## config.mk

```make
export PLATFORM = sky130hd
export DESIGN_NAME = arx_receiver
export DESIGN_NICKNAME = d
export VERILOG_FILES = /design/src/rtl/arx_pkg.sv /design/src/rtl/arx_rail_sampler.sv /design/src/rtl/arx_framer.sv /design/src/rtl/arx_latch_port.sv /design/src/rtl/arx_receiver.sv
export SDC_FILE = /design/constraint.sdc
export NUM_CORES = 1
export LEC_CHECK = 0
export BUFFER_PORTS_ARGS = -buffer_cell sky130_fd_sc_hd__buf_4
export CORE_ASPECT_RATIO = 0.7
export CORE_UTILIZATION = 55
export CTS_CLUSTER_DIAMETER = 60
export CTS_CLUSTER_SIZE = 10
export DETAILED_ROUTE_END_ITERATION = 6
export PLACE_DENSITY = 0.71
export SETUP_SLACK_MARGIN = 0.5
export SYNTH_ARGS = -nofsm -noshare
export SYNTH_HDL_FRONTEND = slang
export SYNTH_HIERARCHICAL = 1
export SYNTH_SLANG_ARGS = --single-unit
```

## constraint.sdc

```tcl
create_clock -name clk -period 3.17 [get_ports clk]
set_input_delay 0.1585 -clock clk [delete_from_list [all_inputs] [get_ports clk]]
set_output_delay 0.1585 -clock clk [all_outputs]
set_load 0.05 [all_outputs]
```

## src/rtl/arx_pkg.sv

```systemverilog
package arx_pkg;
  localparam int ARX_WORD_W = 32;
  localparam int ARX_HALF_W = 16;
  localparam int ARX_LONG_LEN = 32;
  localparam int ARX_SHORT_LEN = 25;
  localparam int ARX_CNT_W = $clog2(ARX_WORD_W + 1);

  typedef logic [ARX_WORD_W-1:0] arx_word_t;
  typedef logic [ARX_HALF_W-1:0] arx_half_t;

  function automatic logic [ARX_CNT_W-1:0] arx_word_len(input logic short_sel);
    return short_sel ? ARX_CNT_W'(ARX_SHORT_LEN) : ARX_CNT_W'(ARX_LONG_LEN);
  endfunction

  // 1 when the number of ones is even
  function automatic logic arx_even_status(input arx_word_t w);
    return ~(^w);
  endfunction

  function automatic arx_half_t arx_half(input arx_word_t w, input logic st,
                                         input logic upper);
    if (upper) return w[30:15];
    return {w[14:8], st, w[7:0]};
  endfunction
endpackage

```

## src/rtl/arx_rail_sampler.sv

```systemverilog
module arx_rail_sampler #(
  parameter int MIN_PULSE = 3,
  parameter int NULL_SAMPLES = 20
) (
  input  logic clk,
  input  logic rst_n,
  input  logic rail_one,
  input  logic rail_zero,
  output logic bit_evt,
  output logic bit_val,
  output logic gap_evt
);
  localparam int PW = $clog2(MIN_PULSE + 1);
  localparam int NW = $clog2(NULL_SAMPLES + 1);
  localparam int SYNC_STAGES = 2;

  logic [SYNC_STAGES-1:0] one_sync, zero_sync;
  logic one_s, zero_s;
  logic [PW-1:0] one_cnt, zero_cnt;
  logic [NW-1:0] null_cnt;
  logic one_q, zero_q, null_q;
  logic one_hit, zero_hit, null_hit;

  always_ff @(posedge clk or negedge rst_n) begin
    if (!rst_n) begin
      one_sync  <= '0;
      zero_sync <= '0;
    end else begin
      one_sync  <= {one_sync[SYNC_STAGES-2:0], rail_one};
      zero_sync <= {zero_sync[SYNC_STAGES-2:0], rail_zero};
    end
  end

  assign one_s  = one_sync[SYNC_STAGES-1];
  assign zero_s = zero_sync[SYNC_STAGES-1];

  assign one_q  = one_s && !zero_s;
  assign zero_q = zero_s && !one_s;
  assign null_q = !one_s && !zero_s;

  assign one_hit  = one_q  && (one_cnt  == PW'(MIN_PULSE - 1));
  assign zero_hit = zero_q && (zero_cnt == PW'(MIN_PULSE - 1));
  assign null_hit = null_q && (null_cnt == NW'(NULL_SAMPLES - 1));

  always_ff @(posedge clk or negedge rst_n) begin
    if (!rst_n) begin
      one_cnt  <= '0;
      zero_cnt <= '0;
      null_cnt <= '0;
    end else begin
      if (!one_q) one_cnt <= '0;
      else if (one_cnt != PW'(MIN_PULSE)) one_cnt <= one_cnt + 1'b1;
      if (!zero_q) zero_cnt <= '0;
      else if (zero_cnt != PW'(MIN_PULSE)) zero_cnt <= zero_cnt + 1'b1;
      if (!null_q) null_cnt <= '0;
      else if (null_cnt != NW'(NULL_SAMPLES)) null_cnt <= null_cnt + 1'b1;
    end
  end

  assign bit_evt = one_hit || zero_hit;
  assign bit_val = one_hit;
  assign gap_evt = null_hit;

  AST_EVT_EXCLUSIVE: assert property (@(posedge clk) disable iff (!rst_n)
    !(bit_evt && gap_evt));
  AST_BIT_ONE_RAIL: assert property (@(posedge clk) disable iff (!rst_n)
    bit_evt |-> (one_s ^ zero_s));
  AST_BIT_AFTER_RUN: assert property (@(posedge clk) disable iff (!rst_n)
    bit_evt |-> $past(one_s ^ zero_s));
endmodule

```

## src/rtl/arx_framer.sv

```systemverilog
module arx_framer
  import arx_pkg::*;
(
  input  logic      clk,
  input  logic      rst_n,
  input  logic      len_short,
  input  logic      bit_evt,
  input  logic      bit_val,
  input  logic      gap_evt,
  output logic      word_done,
  output arx_word_t word_full
);
  logic [ARX_CNT_W-1:0] bit_cnt;
  logic [ARX_CNT_W-1:0] word_len;
  arx_word_t            acc;
  logic                 last_bit;

  assign word_len  = arx_word_len(len_short);
  assign last_bit  = (bit_cnt == word_len - 1'b1);
  assign word_done = bit_evt && last_bit;
  assign word_full = acc | (arx_word_t'(bit_val) << bit_cnt[4:0]);

  always_ff @(posedge clk or negedge rst_n) begin
    if (!rst_n) begin
      bit_cnt <= '0;
      acc     <= '0;
    end else if (gap_evt) begin
      bit_cnt <= '0;
      acc     <= '0;
    end else if (bit_evt) begin
      if (last_bit || bit_cnt >= word_len) begin
        bit_cnt <= '0;
        acc     <= '0;
      end else begin
        acc[bit_cnt[4:0]] <= bit_val;
        bit_cnt <= bit_cnt + 1'b1;
      end
    end
  end

  AST_GAP_RESTARTS: assert property (@(posedge clk) disable iff (!rst_n)
    gap_evt |=> (bit_cnt == '0 && acc == '0));
  AST_DONE_RESTARTS: assert property (@(posedge clk) disable iff (!rst_n)
    word_done |=> (bit_cnt == '0));
  AST_FIRST_BIT_LSB: assert property (@(posedge clk) disable iff (!rst_n)
    (bit_evt && bit_cnt == '0 && !word_done) |=> (acc[0] == $past(bit_val)));
endmodule

```

## src/rtl/arx_latch_port.sv

```systemverilog
module arx_latch_port
  import arx_pkg::*;
(
  input  logic      clk,
  input  logic      rst_n,
  input  logic      word_done,
  input  arx_word_t word_full,
  input  logic      rd_en,
  input  logic      rd_sel,
  output arx_half_t bus_out,
  output logic      data_ready
);
  arx_word_t lat_word;
  logic      lat_status;
  logic      fetch_done;

  assign fetch_done = rd_en && rd_sel;

  always_ff @(posedge clk or negedge rst_n) begin
    if (!rst_n) begin
      lat_word   <= '0;
      lat_status <= 1'b0;
      data_ready <= 1'b0;
    end else begin
      if (word_done) begin
        lat_word   <= word_full;
        lat_status <= arx_even_status(word_full);
        data_ready <= 1'b1;
      end else if (fetch_done) begin
        data_ready <= 1'b0;
      end
    end
  end

  assign bus_out = rd_en ? arx_half(lat_word, lat_status, rd_sel) : '0;

  AST_READY_ON_WORD: assert property (@(posedge clk) disable iff (!rst_n)
    word_done |=> data_ready);
  AST_READY_CLEARS: assert property (@(posedge clk) disable iff (!rst_n)
    (data_ready && fetch_done && !word_done) |=> !data_ready);
  AST_LOWER_KEEPS: assert property (@(posedge clk) disable iff (!rst_n)
    (data_ready && rd_en && !rd_sel) |=> data_ready);
  AST_LATCH_HOLD: assert property (@(posedge clk) disable iff (!rst_n)
    !word_done |=> $stable(lat_word));
endmodule

```

## src/rtl/arx_receiver.sv

```systemverilog
module arx_receiver
  import arx_pkg::*;
#(
  parameter int MIN_PULSE = 3,
  parameter int NULL_SAMPLES = 20
) (
  input  logic        clk,
  input  logic        rst_n,
  input  logic        rail_one,
  input  logic        rail_zero,
  input  logic        len_short,
  input  logic        rd_en,
  input  logic        rd_sel,
  output logic [15:0] bus_out,
  output logic        data_ready
);
  logic      bit_evt, bit_val, gap_evt, word_done;
  arx_word_t word_full;

  arx_rail_sampler #(.MIN_PULSE(MIN_PULSE), .NULL_SAMPLES(NULL_SAMPLES)) u_sampler (
    .clk(clk), .rst_n(rst_n), .rail_one(rail_one), .rail_zero(rail_zero),
    .bit_evt(bit_evt), .bit_val(bit_val), .gap_evt(gap_evt));

  arx_framer u_framer (
    .clk(clk), .rst_n(rst_n), .len_short(len_short), .bit_evt(bit_evt),
    .bit_val(bit_val), .gap_evt(gap_evt), .word_done(word_done),
    .word_full(word_full));

  arx_latch_port u_port (
    .clk(clk), .rst_n(rst_n), .word_done(word_done), .word_full(word_full),
    .rd_en(rd_en), .rd_sel(rd_sel), .bus_out(bus_out), .data_ready(data_ready));

  AST_BUS_QUIET: assert property (@(posedge clk) disable iff (!rst_n)
    !rd_en |-> (bus_out == '0));
endmodule

```

==> results.json <==
{
  "run_status": "finished with violations",
  "violations": "design-rule violations, negative hold slack",
  "max_cap_viol_count": 0,
  "report.final.slew_viol_count": 0,
  "worstReg2RegEnd": "u_port/lat_status",
  "grt.overflow.total": 0,
  "fin_skew_ns": 0.00402,
  "worstSkewPairLatency_ns": 0.34,
  "slowest_stage": "dfrtp_1",
  "yosysSeqAreaShare_pct": 44.8,
  "die_area_sq_um": 8900,
  "synth_edf_count": 0,
  "die_h_um": 79.2,
  "max_freq_ghz": 0.375,
  "final-setup-viol-count": 0,
  "layout_min_cycle_time_ns": 2.67,
  "critical_path_depth": 9,
  "routedWlPerCell_um": 18.7,
  "async_reset_ff_share_pct": 100,
  "slew_headroom_pct": 28.4,
  "worst_setup_path_start_kind": "register",
  "cts_made_buffers": 9,
  "vias_per_cell": 6.07,
  "insertedDiodeCount": 0,
  "irDropWorstVdd_uv": 581,
  "post_synth.cell_area_avg_sq_um": 10.1,
  "setup_tns_ns": 0,
  "rows": 27,
  "drtAntennaViolNets": 0,
  "rsz0062_at_grt": "true",
  "synth_fp_nets": 483,
  "path_buf_inv": 0,
  "r2r_cells": 9,
  "coreArea_sq_um": 8070,
  "fillerInstances": 632,
  "pin_count": 24,
  "gp_congestion": 0.879,
  "antenna_found_initial": 0,
  "reg2reg_from": "u_framer/bit_cnt[3]",
  "tightest_slew_ns": 1.07,
  "p_per_area_nw_per_um2": 910,
  "worstPathRequired_ns": 3.40,
  "synthCells": 462,
  "crit_top_cell": "xnor2_1",
  "clock-sinks": 84,
  "dr.pass1.iters": 7,
  "min_path_type": "primary input to async pin",
  "drive_above_1_share_pct": 23.5,
  "final_common_cell": "dfrtp_1",
  "htree_num_levels": 3,
  "clockRootBuffer": "clkbuf_16",
  "clockBufferDepth": 2,
  "path_max_fanout": 11,
  "areaGrowthSynthToFinish_pct": 15.1,
  "grt_pass1_wl_um": 17900,
  "cts.clk_slew.worst_paths_ns": 0.06,
  "holdWs_ns": -0.0148,
  "wirelength_um": 11100,
  "multi_input_area_sq_um": 2460,
  "crit_path_start": "u_framer/bit_cnt[3]",
  "num_vias": 3613,
  "endpoint": "u_port/lat_status",
  "start_util_pct": 58.1,
  "crit_chain": "nand2_1 -> nor2_1 -> a21o_1 -> xnor2_1 -> xnor2_1 -> xnor2_1 -> xnor2_1 -> xnor2_1 -> mux2_4",
  "r2r_slack_ns": 0.50,
  "synth-main-ff-cell": "dfrtp_1",
  "nNetsFinal": 511,
  "layout_common_cells": "83 x dfrtp_1, 44 x buf_4, 38 x o21ai_0",
  "yosys_warnings": 6,
  "die_w_um": 112,
  "synth_cell_types": 44,
  "worst_setup_path_end_kind": "register",
  "syn-cell-area_sq_um": 4690,
  "post-dp-hpwl_um": 7550,
  "dr.first_iter.drc_count": 295,
  "regArea_sq_um": 2100,
  "cpPeakStageDelay_ns": 0.61,
  "grt_max_degree": 85,
  "synth.ff_latch_count": 84,
  "cp.arrival_ns": 2.89,
  "min_period_over_period_pct": 84.1,
  "drc": 2,
  "critical-path-top-delay-family": "XOR/XNOR gates",
  "hold_violations": 9,
  "p_leak_nw": 2.45,
  "fin_util_pct": 66.8,
  "crit_type": "register to register",
  "port_buffers": 23,
  "cts_tree": "yes",
  "grt_pass1_vias": 3442,
  "grt_usage_pct": 26.7
}
==> synthesized netlist by cell type, types with 3 or more instances <==
master	n	area, sq um
ha_1	14	175
o21bai_1	14	105
o22ai_1	3	18.8
xnor2_1	30	263
dfrtp_1	84	2100
nor2b_1	20	125
or2_2	4	25.0
nand4b_1	3	26.3
o21ai_0	38	190
clkbuf_1	24	90.1
nor2_1	26	97.6
a21o_1	16	120
nand2_1	12	45.0
inv_1	12	45.0
mux2i_1	17	170
a21oi_2	3	26.3
buf_6	4	45.0
nand2b_1	3	18.8
mux2_2	31	349
o21ai_1	3	15.0
a21oi_1	31	155
nand3_1	34	170
xor2_1	10	87.6
==> registers in the layout, indices dropped and copies added, names as in the netlist <==
| name | count |
|---|---|
| u_port/data_ready | 1 |
| u_sampler/zero_sync | 2 |
| u_sampler/one_sync | 2 |
| u_framer/acc | 32 |
| u_port/lat_status | 1 |
| u_framer/bit_cnt | 6 |
| u_sampler/one_cnt | 2 |
| u_sampler/zero_cnt | 2 |
| u_port/lat_word | 31 |
| u_sampler/null_cnt | 5 |
==> routing by layer <==
metal	GRT usage (%)	wire, um	up-vias
met5	0	0	-
met4	7.73	113	0
met3	8.17	941	16
met2	40.9	4950	147
met1	36.6	5110	1783
li1	-	-	1667
==> per-stage QoR <==
step	setup slack (ns)	std cells	total power [mW]	area, sq um
global placement	0.401	571	3.72	4960
finish	0.503	595	4.91	5390
CTS	0.502	594	4.90	5380
global route	0.305	595	5.24	5390
floorplan	0.576	462	3.31	4690
detailed placement	0.313	571	3.78	4960
==> worst min-delay path by stage <==
stage,from,end,slack [ns],cells after the start
floorplan,rst_n,u_framer/acc[0],-0.14,0
global placement,rail_zero,u_sampler/zero_sync[0],0.27,1
detailed placement,rail_zero,u_sampler/zero_sync[0],0.27,1
CTS,rst_n,u_framer/bit_cnt[5],0.06,1
global route,rst_n,u_framer/bit_cnt[5],0.09,1
finish,rst_n,u_framer/bit_cnt[5],-0.01,1
==> what timing repair did <==
action                                  4_1_cts  5_1_grt
hold endpoints to repair                      2        0
endpoints found under the setup margin        1        1
pin swaps                                     5        7
hold buffers                                  2        0
resized for setup                            16        2
buffers inserted                              6        1
==> power by group <==
| group | internal [mW] | total, mW | switching [mW] |
|---|---|---|---|
| clock network | 0.622 | 1.03 | 0.411 |
| logic | 1.12 | 2.29 | 1.17 |
| registers | 1.34 | 1.59 | 0.246 |
==> cell families (layout without fill, tap and decap cells) <==
kind of cell / count (synthesis) / after routing / share of synthesized area (%)
muxes: 49 / 49 / 11.4
adders and majority gates: 14 / 14 / 3.74
DFF: 84 / 84 / 44.8
AOI/OAI and AO/OA: 117 / 117 / 15.4
xor gates and xnor gates: 40 / 40 / 7.47
and+or+nand+nor: 116 / 116 / 13.1
buffers and inverters: 42 / 74 / 4.06
==> area by class of cell <==
| cell class | instances | share of cell area (%) |
|---|---|---|
| Tap cell | 101 | 2.34 |
| Clock inverter | 5 | 0.974 |
| Sequential cell | 84 | 39.0 |
| Inverter | 12 | 0.835 |
| Multi-Input combinational cell | 336 | 45.7 |
| Timing Repair Buffer | 47 | 6.77 |
| Clock buffer | 10 | 4.43 |
Power figures use the tool's default switching activity.
